===== src/rtl/dbg_pkg.sv =====
package dbg_pkg;
    localparam int DBG_AW  = 32;
    localparam int IDX_W   = 2;
    localparam int MAX_CMP = 4;

    typedef enum logic [1:0] {
        WP_OFF   = 2'b00,
        WP_READ  = 2'b01,
        WP_WRITE = 2'b10,
        WP_BOTH  = 2'b11
    } wp_mode_e;

    typedef struct packed {
        logic [DBG_AW-1:0] addr;
        logic              en;
    } bp_cfg_t;

    typedef struct packed {
        logic [DBG_AW-1:0] addr;
        wp_mode_e          mode;
    } wp_cfg_t;

    function automatic logic kind_hit(wp_mode_e m, logic rd, logic wr);
        return (rd && (m == WP_READ  || m == WP_BOTH)) ||
               (wr && (m == WP_WRITE || m == WP_BOTH));
    endfunction

    function automatic logic wp_armed(wp_mode_e m);
        return m != WP_OFF;
    endfunction
endpackage


===== src/rtl/dbg_cfg_regs.sv =====
module dbg_cfg_regs
    import dbg_pkg::*;
#(
    parameter int NUM_BP = 2,
    parameter int NUM_WP = 4
) (
    input  logic                         clk,
    input  logic                         rst,
    input  logic                         cfg_we,
    input  logic                         cfg_wp,
    input  logic [IDX_W-1:0]             cfg_idx,
    input  logic [DBG_AW-1:0]            cfg_addr,
    input  logic [1:0]                   cfg_mode,
    output bp_cfg_t [NUM_BP-1:0]         bp_cfg,
    output wp_cfg_t [NUM_WP-1:0]         wp_cfg
);
    for (genvar i = 0; i < NUM_BP; i++) begin : g_bp
        always_ff @(posedge clk) begin
            if (rst) begin
                bp_cfg[i] <= '0;
            end else if (cfg_we && !cfg_wp && cfg_idx == IDX_W'(i)) begin
                bp_cfg[i].addr <= cfg_addr;
                bp_cfg[i].en   <= cfg_mode[0];
            end
        end
    end

    for (genvar j = 0; j < NUM_WP; j++) begin : g_wp
        always_ff @(posedge clk) begin
            if (rst) begin
                wp_cfg[j].addr <= '0;
                wp_cfg[j].mode <= WP_OFF;
            end else if (cfg_we && cfg_wp && cfg_idx == IDX_W'(j)) begin
                wp_cfg[j].addr <= cfg_addr;
                wp_cfg[j].mode <= wp_mode_e'(cfg_mode);
            end
        end
    end
endmodule


===== src/rtl/dbg_bp_match.sv =====
module dbg_bp_match
    import dbg_pkg::*;
#(
    parameter int NUM_BP = 2
) (
    input  bp_cfg_t [NUM_BP-1:0] bp_cfg,
    input  logic [DBG_AW-1:0]    pc,
    input  logic                 pc_valid,
    output logic [NUM_BP-1:0]    bp_hit,
    output logic [NUM_BP-1:0]    bp_en
);
    for (genvar i = 0; i < NUM_BP; i++) begin : g_cmp
        assign bp_en[i]  = bp_cfg[i].en;
        assign bp_hit[i] = pc_valid && bp_cfg[i].en && (pc == bp_cfg[i].addr);
    end
endmodule


===== src/rtl/dbg_wp_match.sv =====
module dbg_wp_match
    import dbg_pkg::*;
#(
    parameter int NUM_WP = 4
) (
    input  wp_cfg_t [NUM_WP-1:0] wp_cfg,
    input  logic [DBG_AW-1:0]    dacc_addr,
    input  logic                 dacc_rd,
    input  logic                 dacc_wr,
    output logic [NUM_WP-1:0]    wp_hit,
    output logic [NUM_WP-1:0]    wp_en
);
    for (genvar j = 0; j < NUM_WP; j++) begin : g_cmp
        assign wp_en[j]  = wp_armed(wp_cfg[j].mode);
        assign wp_hit[j] = kind_hit(wp_cfg[j].mode, dacc_rd, dacc_wr) &&
                           (dacc_addr == wp_cfg[j].addr);
    end
endmodule


===== src/rtl/dbg_trigger_unit.sv =====
module dbg_trigger_unit
    import dbg_pkg::*;
#(
    parameter int NUM_BP = 2,
    parameter int NUM_WP = 4
) (
    input  logic              clk,
    input  logic              rst,
    input  logic              cfg_we,
    input  logic              cfg_wp,
    input  logic [IDX_W-1:0]  cfg_idx,
    input  logic [DBG_AW-1:0] cfg_addr,
    input  logic [1:0]        cfg_mode,
    input  logic [DBG_AW-1:0] pc,
    input  logic              pc_valid,
    input  logic [DBG_AW-1:0] dacc_addr,
    input  logic              dacc_rd,
    input  logic              dacc_wr,
    output logic              stall_access,
    output logic              bp_req,
    output logic              wp_req
);
    bp_cfg_t [NUM_BP-1:0] bp_cfg;
    wp_cfg_t [NUM_WP-1:0] wp_cfg;
    logic [NUM_BP-1:0]    bp_hit, bp_en, bp_hit_q;
    logic [NUM_WP-1:0]    wp_hit, wp_en, wp_hit_q;

    dbg_cfg_regs #(.NUM_BP(NUM_BP), .NUM_WP(NUM_WP)) u_cfg (
        .clk(clk), .rst(rst), .cfg_we(cfg_we), .cfg_wp(cfg_wp),
        .cfg_idx(cfg_idx), .cfg_addr(cfg_addr), .cfg_mode(cfg_mode),
        .bp_cfg(bp_cfg), .wp_cfg(wp_cfg)
    );

    dbg_bp_match #(.NUM_BP(NUM_BP)) u_bp (
        .bp_cfg(bp_cfg), .pc(pc), .pc_valid(pc_valid),
        .bp_hit(bp_hit), .bp_en(bp_en)
    );

    dbg_wp_match #(.NUM_WP(NUM_WP)) u_wp (
        .wp_cfg(wp_cfg), .dacc_addr(dacc_addr), .dacc_rd(dacc_rd),
        .dacc_wr(dacc_wr), .wp_hit(wp_hit), .wp_en(wp_en)
    );

    always_ff @(posedge clk) begin
        if (rst) begin
            bp_hit_q <= '0;
            wp_hit_q <= '0;
        end else begin
            bp_hit_q <= bp_hit;
            wp_hit_q <= wp_hit;
        end
    end

    assign stall_access = |wp_hit;
    assign wp_req       = |(wp_hit_q & wp_en);
    assign bp_req       = (|(bp_hit_q & bp_en)) && !wp_req;
endmodule


===== config.mk =====
export PLATFORM = sky130hd
export DESIGN_NAME = dbg_trigger_unit
export DESIGN_NICKNAME = d
export VERILOG_FILES = /design/src/rtl/dbg_pkg.sv /design/src/rtl/dbg_cfg_regs.sv /design/src/rtl/dbg_bp_match.sv /design/src/rtl/dbg_wp_match.sv /design/src/rtl/dbg_trigger_unit.sv
export SDC_FILE = /design/constraint.sdc
export NUM_CORES = 1
export LEC_CHECK = 0
export ABC_AREA = 1
export BUFFER_PORTS_ARGS = -buffer_cell sky130_fd_sc_hd__buf_2
export CAP_MARGIN = 25
export CELL_PAD_IN_SITES_DETAIL_PLACEMENT = 1
export CELL_PAD_IN_SITES_GLOBAL_PLACEMENT = 2
export CORE_MARGIN = 2
export CORE_UTILIZATION = 33
export DETAILED_ROUTE_END_ITERATION = 12
export MAX_ROUTING_LAYER = met4
export PLACE_DENSITY_LB_ADDON = 0.15
export SYNTH_ARGS = -nofsm -noshare
export SYNTH_HDL_FRONTEND = slang
export SYNTH_SLANG_ARGS = --single-unit

===== constraint.sdc =====
create_clock -name clk -period 1.2 [get_ports clk]
set_input_delay 0.12 -clock clk [delete_from_list [all_inputs] [get_ports clk]]
set_output_delay 0.12 -clock clk [all_outputs]
set_load 0.03 [all_outputs]

==> results, run 1 <==
- The remaining max-slew budget at the tightest pin is 71.16%.
- In the routed layout, each cell is associated on average with a via count of 4.817.
- The critical register-to-register path startpoint is u_cfg.wp_cfg[50]$_SDFFE_PP0P_.
- Setup repair after global routing could not meet its margin everywhere.
- The power per unit of standard cell area is 1261 nW/um^2.
- The die is 176.7 um tall.
- In this run the worst hold path is classified as in2reg.
- When the netlist entered floorplanning its net count stood at 1555.
- The routed wire length is 37.02 mm.
- The CTS buffer count is 25.
- Between clock sinks in the finished design, the worst skew comes to 0.006584 ns.
- The analysis attributes to cell leakage a power of 0.005558 uW.
- The maximum VDD drop is 0.001008 V.
- Yosys printed 0 warnings.
- The checks that failed: negative setup slack.
- The worst setup slack after layout is -0.8109 ns.
- After detailed routing, the number of remaining DRC violations is 0.
- In this run, placement finished with an instance count of 2003.
- The number of max-capacitance violations reported is 0.
- The final setup violation count is 7.
- The final period utilization is 167.6%.
- In this run, the number of DRC markers left after iteration 0 of detailed routing was 635.
- Counting the fill cells in the layout gives 3744.
- The number of hold violations in the final report was 0.
- The number of antenna violations at the first check in global routing is 0.
- The number of cells on the worst reg-to-reg path is 10.
- The flow ran to the end, but the final reports show violations.
- The final core area utilization is 44.72%.
- Sequential cells were found to cover 42.31% of the synthesized design area.
- The via count of the first global-routing pass was 10325.
- For the worst setup path, the data arrival time is 1.89 ns.
- The count of nets left with antenna violations once routing finished came out at 0.
- The mapped netlist covers 9842 sq um.
- The mean routed wirelength per cell is 17.82 um.
- The kind of start point of the critical path is a flop.
- The placer congestion estimate is 0.8466.
- The synthesized instance count is 1448.
- The finished layout holds 2077 standard cells, fillers aside.
- The horizontal extent of the die is 176.7 um.
- The worst setup path category is reg2out.
- The sink count of the clock tree is 208.
- The clock tree from TritonCTS is done.
- The number of nets in the layout is 1781.
- The highest achievable clock rate is 497.3 MHz.
- The pin count of the biggest net entering global routing is 92.
- Of all nets on the critical path, the largest fanout is 2.
- Clock latency on the worst-skew pair, taken at its later pin, is 0.52 ns.
- The worst hold path terminates at u_cfg.wp_cfg[2]$_SDFFE_PP0P_.
- Each instance of the synthesized netlist takes up on average 6.797 sq um.
- Compared with the post-synthesis result, the final layout area differs by 33.94%.
- The first detailed-routing pass ran for 5 iterations.
- In this run the cell area measured after placement is 11690 sq um.
- The total core area is 29480 sq um.
- The post-synthesis register bit count is 208.
- Clock-pin slew was measured on the worst setup and hold paths at 0.06 ns.
- The post-route standard cell area excluding fillers is 13180 sq um.
- The endpoint of the most critical register-to-register path is wp_hit_q[1]$_SDFF_PP0_.
- The number of inserted diodes is 0.
- The transition at the pin with the smallest max-transition slack is 0.4319 ns.
- For the finished layout, the period the worst path requires is 2.011 ns.
- The final max-slew violation count is 0.
- Cells with a size suffix above 1 make up 23.41% of the layout.
- Once the floorplan was initialized, standard cells occupied 33.38% of the core.
- The overflow left after global routing is 0.
- Before CTS, the worst setup slack after placement is -0.5083 ns.
- After legalization and detailed placement, the total HPWL measured 26.82 mm.
- The die area is 31220 sq um.
- At the worst endpoint, the required time is 1.08 ns.
- Synthesis instantiated 24 different standard cells from the library.
- In this run the most critical hold path is launched from cfg_addr[0].
- The worst hold path stage count is 3.
- The maximum level of the CTS H-tree is 1.
- The total number of vias is 10005.
- In this run the core area contains 63 standard-cell rows.
- The type of destination of the critical path is an output port.
- 110 I/O pins were placed.
- The tree is rooted in a sky130_fd_sc_hd__clkbuf_16.
- The maximum clock path buffer count is 3.
- The first global-routing pass estimated 57.50 mm of wire.
- Global routing used 24.35% of the available tracks across all layers.
- The count of input and output buffers is 109.
- In this run the register-to-register setup slack is -0.31 ns.
[cell usage after synthesis (all sizes together)]
cell / number / share of area [%]
xnor2: 36 / 3.2
o21ai: 243 / 12
nand2: 245 / 9.4
xor2: 37 / 3.3
nand3: 14 / 0.71
nor4: 2 / 0.13
buf: 15 / 1.0
a221oi: 4 / 0.36
dfxtp: 208 / 42
nand3b: 1 / 0.076
a21oi: 104 / 5.3
inv: 153 / 5.8
o22ai: 32 / 2.0
nand4: 2 / 0.13
nor2: 288 / 11
nor3: 15 / 0.99
clkbuf: 49 / 1.9
[cell type report]
type	instances	area [sq um]	share of cell area, %
Sequential cell	208	4212	31.95
Multi-Input combinational cell	1023	5142	39.01
Inverter	153	579.3	4.394
Timing Repair Buffer	263	2018	15.31
Tap cell	390	488.0	3.702
Clock inverter	1	5.005	0.03797
Clock buffer	39	738.2	5.600
[logic make-up (layout without fill, tap and decap cells)]
kind of cell,Yosys count,after routing,synth area share [%]
DFF,208,208,42.31
and+or+nand+nor,567,567,22.41
AOI/OAI and AO/OA,383,383,20.04
xor gates and xnor gates,73,73,6.496
buffers and inverters,217,456,8.747
[through the flow]
step | TNS, ns | hold slack [ns] | total power (uW)
after floorplan | -0.1192 | 0.1990 | 8439
final | -2.629 | 0.01744 | 16620
after global routing | -3.416 | 0.02016 | 17340
after global placement | -2.742 | 0.4496 | 9440
after detailed placement | -4.800 | 0.4357 | 9480
after CTS | -2.793 | 0.003178 | 16740
[per-layer routing]
metal / up-vias / global-route usage (%) / share of wire, %
met4: 0 / 5.441 / 2.1
met3: 53 / 2.642 / 2.7
met1: 4736 / 31.40 / 47
met5: - / - / 0
li1: 5077 / - / -
met2: 139 / 41.13 / 48
[critical path, cell delays in order, from the launching register on]
cell and delay, ns:
sky130_fd_sc_hd__dfxtp_1 0.34, sky130_fd_sc_hd__inv_1 0.06, sky130_fd_sc_hd__nand2_1 0.05, sky130_fd_sc_hd__nand2_1 0.07
sky130_fd_sc_hd__nor2_2 0.15, sky130_fd_sc_hd__nand2_1 0.10, sky130_fd_sc_hd__nor2_2 0.17, sky130_fd_sc_hd__nand3_4 0.10
sky130_fd_sc_hd__nor2_2 0.09, sky130_fd_sc_hd__nor2_1 0.06, sky130_fd_sc_hd__nand2_2 0.06, sky130_fd_sc_hd__buf_6 0.13
[placed cells by master, fill, tap and decap left out, drive strengths merged]
master       instances
nand2              245
clkbuf              40
nand4                2
nand3b               1
o22ai               32
xor2                37
inv                153
nand3               14
clkinv               1
a221oi               4
nor2               288
buf                232
o21ai              243
nor4                 2
nor3                15
dfxtp              208
dlygate4sd3         30
a21oi              104
xnor2               36
[power breakdown]
group,total [uW],internal [uW],switching (uW)
Sequential,7300,7160,147
Combinational,2230,904,1330
Clock,7090,4160,2930
[sequential cells by signal, summed over array words and instances (netlist names)]
| register | cells |
|---|---|
| bp_hit_q | 2 |
| u_cfg.bp_cfg | 66 |
| u_cfg.wp_cfg | 136 |
| wp_hit_q | 4 |
[repair_timing]
action,in CTS,in global routing
endpoints found under the setup margin,9,20
gates resized for setup,66,78
buffers inserted,2,3
pin swaps,25,46
gates cloned,0,1
endpoints found under the hold margin,79,0
hold buffers,30,0
[how the worst max path moves through the flow]
stage	start	slack [ns]	cells past startpoint	end
floorplan	u_cfg.wp_cfg[68]$_SDFFE_PP0P_	-0.12	3	bp_req
global placement	u_cfg.wp_cfg[112]$_SDFFE_PP0P_	-0.46	11	stall_access
detailed placement	u_cfg.wp_cfg[112]$_SDFFE_PP0P_	-0.51	11	stall_access
CTS	u_cfg.wp_cfg[39]$_SDFFE_PP0P_	-0.87	12	stall_access
global route	u_cfg.wp_cfg[39]$_SDFFE_PP0P_	-0.93	12	stall_access
finish	u_cfg.wp_cfg[50]$_SDFFE_PP0P_	-0.81	11	stall_access
No activity file was read; power rests on OpenSTA's default activity.
==> run 2, diff against run 1 <==
--- a/config.mk
+++ b/config.mk
@@ -15,6 +15,7 @@
 export DETAILED_ROUTE_END_ITERATION = 12
 export MAX_ROUTING_LAYER = met4
 export PLACE_DENSITY_LB_ADDON = 0.15
+export RECOVER_POWER = 50
 export SYNTH_ARGS = -nofsm -noshare
 export SYNTH_HDL_FRONTEND = slang
 export SYNTH_SLANG_ARGS = --single-unit
==> constraint.sdc (replaced) <==
create_clock -name clk -period 2 [get_ports clk]
set_input_delay 0.2 -clock clk [delete_from_list [all_inputs] [get_ports clk]]
set_output_delay 0.2 -clock clk [all_outputs]
set_load 0.03 [all_outputs]
==> results, run 2 (synthesis gave the netlist of run 1 again) <==
- The final core area utilization is 40.50%.
- The root buffer cell chosen for the clock tree is sky130_fd_sc_hd__clkbuf_16.
- In the routed design, unresolved DRC markers number 0.
- The endpoint of the most critical register-to-register path is wp_hit_q[3]$_SDFF_PP0_.
- The sink count of the clock tree is 208.
- The first-pass GRT wire length is 55.66 mm.
- The die area is 31220 sq um.
- The number of antenna violations at the first check in global routing came to 2.
- The total core area is 29480 sq um.
- The detail route stage leaves a number of antenna-violating nets equal to 0.
- For this design the static power due to leakage is 0.004949 uW.
- The startpoint identified for the worst register-to-register timing path is u_cfg.wp_cfg[122]$_SDFFE_PP0P_.
- The overflow left after global routing is 0.
- The clock passes through at most 3 buffers.
- The number of max-capacitance violations reported is 0.
- The total cell area at the placement stage is 10780 sq um.
- The sequential share of power is 41.8%.
- The clock tree from TritonCTS is done.
- Counting stages on the worst path, the most repeated cell is sky130_fd_sc_hd__nand2_1.
- At the later pin of the worst-skew pair, clock insertion delay measures 0.54 ns.
- The switching power share of the total is 26.13%.
- The post-route standard cell area excluding fillers is 11940 sq um.
- The most frequent standard cell in the layout excluding fill and tap cells is sky130_fd_sc_hd__nor2_1.
- For flop-to-flop paths, the worst setup slack is 0.63 ns.
- The remaining max-slew budget at the tightest pin is 36.45%.
- The register with the highest flop count is u_cfg.wp_cfg.
- The clock network power share is 47.6%.
- Cell internal power was estimated by the tool at 7740 uW.
- The maximum VDD drop is 0.0005247 V.
- The number of nets in the layout is 1654.
- Global routing consumed, over all layers together, 23.72% of the routing resources.
- The first detailed-routing pass ran for 4 iterations.
- For this configuration, the core starts out at a cell density of 33.38%.
- The checks that failed: negative setup slack.
- Detailed placement ended at an HPWL of 25.84 mm.
- Timing would allow up to 463.6 MHz.
- The number of hold violations in the final report came to 0.
- Setup repair after global routing could not meet its margin everywhere.
- The via count of the first global-routing pass is 9749.
- The worst setup path is launched from a flop.
- Power spread over the standard cell area amounts to 877.5 nW/um^2.
- Leaving out fill and tap cells, the most frequent cells in the layout are sky130_fd_sc_hd__nor2_1, sky130_fd_sc_hd__nand2_1, sky130_fd_sc_hd__o21ai_0.
- The mean routed wirelength per cell is 18.20 um.
- The flip-flop count of the largest register after layout is 136.
- The path with the worst hold slack has its endpoint at u_cfg.wp_cfg[111]$_SDFFE_PP0P_.
- The worst setup path is captured at an output port.
- The clock-pin slew on the worst setup and hold paths is 0.06 ns.
- The final period utilization is 107.8%.
- Counting cells, the worst reg-to-reg path comes to 5.
- Of the total power, combinational logic draws 10.6%.
- The routed design could run at a clock period as short as 2.157 ns.
- The worst setup slack after layout is -0.1570 ns.
- The worst endpoint data arrival time is 1.96 ns.
- CTS built an H-tree with a depth of 1.
- The initialized floorplan defines 63 standard-cell rows.
- Wires add up to 35.64 mm.
- The routed via count divided by cell count is 4.880.
- At the worst endpoint, the required time is 1.80 ns.
- The worst hold path begins at cfg_addr[7].
- The violation count after the first detailed-route iteration is 492.
- Entering global routing, the biggest net connects 87 pins.
- The total number of vias is 9555.
- Input and output buffers added on the ports amount to 109.
- The delay of the slowest cell on the worst path is 0.33 ns.
- The CTS buffer count is 26.
- The type of the tightest min-delay check is in2reg.
- The final setup violation count is 1.
- Along the worst hold path, the cell count comes to 3.
- Clock skew on the completed layout was measured at 0.01294 ns.
- The transition at the pin with the smallest max-transition slack is 0.9519 ns.
- The cell with the largest stage delay on the worst path is sky130_fd_sc_hd__dfxtp_1.
- The largest registers in the layout are u_cfg.wp_cfg: 136 flops, u_cfg.bp_cfg: 66 flops, wp_hit_q: 4 flops.
- The worst setup path category is reg2out.
- Relative to the synthesized area, the layout overhead comes to 21.32%.
- The horizontal extent of the die is 176.7 um.
- The congestion estimate from routability-driven global placement came to 0.8076.
- The floorplan step set the die height to 176.7 um.
- The final max-slew violation count is 0.
- Walking the worst path, the cells encountered are nand2_1 > o21ai_0 > nor2_1 > nand2_1 > nor2_2 > nand3_4 > nor2_2 > nor2_1 > nand2_1 > buf_6.
- During I/O placement, the number of pins put on the boundary was 110.
- The analysis attributes to net switching a power of 2737 uW.
- In the final layout, the share of cells above drive strength 1 is 15.12%.
- The run finished, with violations left.
- Of all nets on the critical path, the largest fanout is 3.
-- run 2: cell types whose count changed in the layout (fill, tap and decap cells not counted), moves of 5 or more --
cell and delta:
sky130_fd_sc_hd__buf_4 -88, sky130_fd_sc_hd__dlygate4sd3_1 -24, sky130_fd_sc_hd__buf_6 -8, sky130_fd_sc_hd__dfxtp_1 +25
sky130_fd_sc_hd__o21ai_0 +11, sky130_fd_sc_hd__inv_2 -10, sky130_fd_sc_hd__nand2_1 +8, sky130_fd_sc_hd__nand2_2 -7
sky130_fd_sc_hd__nor3_1 +5, sky130_fd_sc_hd__o21ai_1 -9, sky130_fd_sc_hd__buf_12 -10, sky130_fd_sc_hd__inv_1 +10
sky130_fd_sc_hd__dfxtp_2 -24
-- run 2: power groups by stage --
stage                     Combinational, uW  Clock [uW]  Sequential (uW)
final                                  1120        4980             4380
after floorplan                         624           0             4440
after CTS                              1130        5120             4380
after global routing                   1260        5280             4390
after detailed placement               1100           0             4470
after global placement                 1080           0             4460
-- run 2: worst max-delay path: cells and delay by family, from the launching register on --
family / cells / cell delay, ns
simple gates: 8 / 0.88
flops: 1 / 0.33
buf+inv: 1 / 0.13
compound gates: 1 / 0.08
-- run 2: stage by stage --
step | cells | hold slack, ns | total power [uW] | setup slack [ns] | TNS, ns
final | 1958 | 0.01980 | 10480 | -0.1570 | -0.1570
after CTS | 1956 | 0.001665 | 10630 | -0.1500 | -0.1500
after floorplan | 1448 | 0.2790 | 5063 | 0.3779 | 0
after detailed placement | 1899 | 0.4604 | 5566 | 0.1363 | 0
after global placement | 1899 | 0.4555 | 5545 | 0.1181 | 0
after global routing | 1958 | 0.01662 | 10940 | -0.2841 | -0.3753
-- run 2: layout make-up --
class | count | area, sq um
flip-flops and latches | 208 | 4178
well taps | 390 | 488.0
clock inverters | 12 | 176.4
diodes | 1 | 2.502
fillers | 3751 | 17540
inverters | 153 | 575.6
clock buffers | 36 | 728.2
repair buffers | 135 | 798.3
multi-input cells | 1023 | 4994
-- run 2: layer usage --
layer / up-vias / track usage [%] / part of all wire (%) / wire (um)
met1: 4542 / 30.86 / 48 / 17060
met2: 133 / 39.71 / 47 / 16810
met3: 42 / 2.642 / 3.0 / 1062
li1: 4838 / - / - / -
met4: 0 / 5.234 / 2.0 / 705
met5: - / - / 0 / 0
-- run 2: timing repair --
item,in CTS,in global routing
hold buffers,6,0
endpoints found under the setup margin,2,1
pin swaps,27,13
buffers inserted,3,1
hold endpoints to repair,16,0
gates resized for setup,42,24
-- run 2: how the worst max path moves through the flow --
stage | end | start | slack [ns] | cells past startpoint
final | stall_access | u_cfg.wp_cfg[80]$_SDFFE_PP0P_ | -0.16 | 10
after global routing | stall_access | u_cfg.wp_cfg[24]$_SDFFE_PP0P_ | -0.28 | 10
after global placement | stall_access | dacc_addr[23] | 0.12 | 12
after floorplan | bp_req | u_cfg.wp_cfg[1]$_SDFFE_PP0P_ | 0.38 | 3
after CTS | stall_access | u_cfg.wp_cfg[39]$_SDFFE_PP0P_ | -0.15 | 11
after detailed placement | stall_access | dacc_addr[23] | 0.14 | 12
==> run 3, diff against run 2 <==
--- a/config.mk
+++ b/config.mk
@@ -5,17 +5,16 @@
 export SDC_FILE = /design/constraint.sdc
 export NUM_CORES = 1
 export LEC_CHECK = 0
-export ABC_AREA = 1
 export BUFFER_PORTS_ARGS = -buffer_cell sky130_fd_sc_hd__buf_2
 export CAP_MARGIN = 25
 export CELL_PAD_IN_SITES_DETAIL_PLACEMENT = 1
 export CELL_PAD_IN_SITES_GLOBAL_PLACEMENT = 2
-export CORE_MARGIN = 2
-export CORE_UTILIZATION = 33
+export CORE_UTILIZATION = 34
 export DETAILED_ROUTE_END_ITERATION = 12
 export MAX_ROUTING_LAYER = met4
 export PLACE_DENSITY_LB_ADDON = 0.15
 export RECOVER_POWER = 50
+export SETUP_SLACK_MARGIN = 0.02
 export SYNTH_ARGS = -nofsm -noshare
 export SYNTH_HDL_FRONTEND = slang
 export SYNTH_SLANG_ARGS = --single-unit
==> results, run 3 <==
- The detailed placer's ending HPWL is 23.98 mm.
- Final hold analysis gives a worst-case slack of 0.01635 ns.
- The CTS buffer count is 25.
- The worst setup slack for register-to-register paths is 0.17 ns.
- The total global routing track utilization is 25.93%.
- The DRC violations left is 0.
- Setup repair after global routing could not meet its margin everywhere.
- The share of cells above drive strength 1 is 18.35%.
- The number of antenna violations at the first check in global routing is 0.
- Measured against its own limit, the worst slew margin works out to -16.81%.
- Summing the areas of all compound-gate instances in the mapped netlist gives 11.35% of the synthesized area.
- The filler cells instantiated in the layout total 3253.
- The library cell used most frequently in the layout, excluding fill and tap cells, is sky130_fd_sc_hd__nand2_1.
- u_cfg.wp_cfg holds more flip-flops than any other register.
- The clock-pin slew on the worst setup and hold paths is 0.06 ns.
- Combinational logic is responsible for 10.1% of the overall power.
- Clock tree synthesis found a total of 208 sinks.
- The via count of the first global-routing pass is 8474.
- The number of unique standard cell types used by synthesis is 21.
- By count the netlist is led by sky130_fd_sc_hd__nand2_1, sky130_fd_sc_hd__dfxtp_1, sky130_fd_sc_hd__a21oi_1.
- For the worst setup path, the data required time is 1.80 ns.
- Of the total power, registers draw 41.3%.
- The effective utilization at floorplan is 34.83%.
- The total number of yosys warnings is 0.
- For the final database, setup skew stands at 0.01190 ns.
- The first global-routing pass estimated 53.34 mm of wire.
- The worst setup path is of the reg2out kind.
- The number of nets produced by synthesis is 1314.
- The number of hold violations in the final report is 0.
- Row generation in the floorplan step produced 60 rows.
- The highest achievable clock rate is 432.6 MHz.
- The type of destination of the critical path is an output port.
- Summing the sequential cell areas from Yosys gives 44.23% of the chip area.
- The clock latency on the worst-skew pair is 0.52 ns.
- The number of nets in the layout is 1410.
- In this run the static leakage power is 0.004137 uW.
- In the layout the commonest cells are sky130_fd_sc_hd__nand2_1, sky130_fd_sc_hd__a21oi_1, sky130_fd_sc_hd__dfxtp_1.
- Overall power consumption after layout is estimated at 10400 uW.
- In this run, the number of DRC markers left after iteration 0 of detailed routing was 535.
- The endpoint identified for the worst register-to-register timing path is bp_hit_q[1]$_SDFF_PP0_.
- For this block, the via count after detailed routing is 8442.
- The number of flops mapped to enable cells by yosys is 0.
- The die height is 168.4 um.
- Yosys attributes the largest share of cell area to sky130_fd_sc_hd__dfxtp_1, sky130_fd_sc_hd__nand2_1, sky130_fd_sc_hd__xnor2_1.
- The overflow left after global routing is 0.
- Of all flip-flops after synthesis, the portion carrying an async set or reset was 0%.
- The worst endpoint data arrival time is 2.11 ns.
- By instance count, the leading cell after synthesis is sky130_fd_sc_hd__nand2_1.
- Setup violations remaining at the end of the flow were counted as 1.
- The region available for standard cell placement spans 27030 sq um.
- The routed via count divided by cell count is 5.086.
- The origin of the worst setup path is u_cfg.wp_cfg[128]$_SDFFE_PP0P_.
- The register with the most flip-flops in the layout has 136 of them.
- In the final layout, the registers with the most flip-flops are u_cfg.wp_cfg: 136 flops, u_cfg.bp_cfg: 66 flops, wp_hit_q: 4 flops.
- The worst setup slack after layout is -0.3118 ns.
- The switching power share of the total is 24.77%.
- TritonCTS built the clock tree.
- The mean routed wirelength per cell is 21.35 um.
- The layout-stage area growth over the synthesis result is 24.68%.
- The number of max-capacitance violations reported is 1.
- The clock network power share is 48.6%.
- The antenna violation net count after detailed routing is 0.
- The pin count of the biggest net entering global routing is 207.
- The worst reg2reg path depth is 5.
- In this run the clock root is driven by a sky130_fd_sc_hd__clkbuf_16.
- The pre-antenna-repair detailed-routing pass consisted of 4 iterations.
- The maximum clock path buffer count is 3.
- The critical path ends at stall_access.
- The final period utilization is 115.6%.
- STA classifies the critical path startpoint as a flop.
- For this run, the share of the core covered by cells in the final layout is 43.43%.
- In this run the worst path has a maximum fanout of 2.
- The maximum VDD drop is 0.0008421 V.
- The final max-slew violation count was 207.
- The congestion estimate from routability-driven global placement came to 0.8425.
- 110 I/O pins were placed.
- The number of antenna diodes in the final layout is 0.
- The clock period minus final worst setup slack is 2.312 ns.
- The internal portion of the total power is 7826 uW.
- The post-synthesis area per instance is 7.800 sq um.
- The portion of synthesized cell area occupied by the leading cell type is 44.23%.
- The die area is 28360 sq um.
- The horizontal extent of the die is 168.4 um.
- The largest family of logic cells by synthesized area is simple AND/OR/NAND/NOR gates.
- At the pin with the least slew margin, the transition time is 1.752 ns.
- The synthesized design contains 208 register bits.
- The checks that failed: max-capacitance violations, max-slew violations, negative setup slack.
- The final sum of negative setup slack is -0.3118 ns.
- The maximum level of the CTS H-tree is 1.
- After Yosys synthesis, and, or, nand and nor cells account for 22.57% of the synthesized area.
- The count of input and output buffers is 109.
- In this run the worst hold path is classified as in2reg.
- The worst hold path stage count is 3.
- In the synthesized netlist, the number of instances is 1207.
- The leading register cell type out of synthesis is sky130_fd_sc_hd__dfxtp_1.
- The arithmetic-cell share of the synthesized area counting full adders, half adders and majority gates is 0%.
- The flow ran to the end, but the final reports show violations.
- Measured against the total synthesized area, the mux share comes to 0%.
- The biggest area contributor in the post-synthesis netlist is sky130_fd_sc_hd__dfxtp_1.
- The power per unit of standard cell area is 886.3 nW/um^2.
- The analysis attributes to net switching a power of 2577 uW.
- The critical register-to-register path startpoint is u_cfg.bp_cfg[60]$_SDFFE_PP0P_.
- The routed wire length is 35.44 mm.
- After Yosys synthesis, XOR and XNOR cells account for 17.86% of the synthesized area.
- The mapped cell area is 9414 sq um.
[run 3: changes by cell type in the layout (fill, tap and decap cells not counted), moves of 11 or more]
| cell | change |
|---|---|
| sky130_fd_sc_hd__o22ai_1 | -32 |
| sky130_fd_sc_hd__xnor2_1 | +71 |
| sky130_fd_sc_hd__inv_1 | -143 |
| sky130_fd_sc_hd__nor2_2 | -16 |
| sky130_fd_sc_hd__xnor2_2 | +22 |
| sky130_fd_sc_hd__nand4_1 | +41 |
| sky130_fd_sc_hd__o21ai_1 | -13 |
| sky130_fd_sc_hd__nor2_1 | -251 |
| sky130_fd_sc_hd__a21oi_1 | +98 |
| sky130_fd_sc_hd__nand2_1 | +172 |
| sky130_fd_sc_hd__nor4_2 | +11 |
| sky130_fd_sc_hd__o21ai_0 | -225 |
| sky130_fd_sc_hd__buf_4 | +18 |
| sky130_fd_sc_hd__xor2_1 | +25 |
[run 3: power groups by stage]
| stage | logic [uW] | clock network, uW | registers (uW) |
|---|---|---|---|
| global placement | 1000 | 0 | 4380 |
| detailed placement | 1010 | 0 | 4380 |
| global route | 1130 | 5330 | 4300 |
| finish | 1050 | 5060 | 4290 |
| floorplan | 510 | 0 | 4370 |
| CTS | 1060 | 5170 | 4290 |
[run 3: cell families (layout without fill, tap and decap cells)]
kind of cell,count (synthesis),after routing
AND/OR/NAND/NOR,501,501
XOR/XNOR,192,192
flip-flops,208,208
AO/OA/AOI/OAI,211,211
buffers and inverters,95,207
[run 3: worst min path at each step]
stage	slack (ns)	endpoint	from
floorplan	0.34	u_cfg.wp_cfg[0]$_SDFFE_PP0P_	cfg_mode[0]
global route	0.01	u_cfg.wp_cfg[3]$_SDFFE_PP0P_	cfg_addr[1]
detailed placement	0.46	u_cfg.bp_cfg[40]$_SDFFE_PP0P_	u_cfg.bp_cfg[40]$_SDFFE_PP0P_
CTS	0.0008	u_cfg.bp_cfg[2]$_SDFFE_PP0P_	cfg_addr[1]
finish	0.02	u_cfg.bp_cfg[35]$_SDFFE_PP0P_	cfg_addr[1]
global placement	0.45	u_cfg.bp_cfg[47]$_SDFFE_PP0P_	u_cfg.bp_cfg[47]$_SDFFE_PP0P_
[run 3: metrics by stage]
step | worst slack [ns] | std cells | cell area, sq um
after CTS | -0.2590 | 1658 | 11710
final | -0.3118 | 1660 | 11740
after global routing | -0.3552 | 1660 | 11740
after detailed placement | -0.1321 | 1606 | 10490
after floorplan | 0.4509 | 1207 | 9414
after global placement | -0.1347 | 1606 | 10490
[run 3: cell type report]
class                           count  area [sq um]  area share, %
Multi-Input combinational cell    904          5132          43.73
Sequential cell                   208          4172          35.54
Timing Repair Buffer              163          1100          9.370
Clock buffer                       31         688.2          5.863
Tap cell                          341         426.7          3.635
Clock inverter                     12         215.2          1.833
Inverter                            1         3.754        0.03198
[run 3: repair_timing]
action,CTS,global route
buffers inserted,1,2
pin swaps,25,6
gates resized for setup,35,5
hold buffers,11,0
endpoints found under the hold margin,42,0
endpoints found under the setup margin,2,2
[run 3: per-layer routing]
metal	part of all wire (%)	vias up	GRT usage, %
met4	2.2	0	6.324
met1	46	4128	33.50
met2	48	159	43.15
met5	0	-	-
met3	3.3	43	2.985
li1	-	4112	-
[run 3: critical path, cell delays in order (launching register included)]
cell	delay, ns
sky130_fd_sc_hd__dfxtp_1	0.34
sky130_fd_sc_hd__xnor2_2	0.21
sky130_fd_sc_hd__nand4_1	0.16
sky130_fd_sc_hd__nor4_2	0.31
sky130_fd_sc_hd__nand4_1	0.19
sky130_fd_sc_hd__nand4_1	0.22
sky130_fd_sc_hd__buf_6	0.16
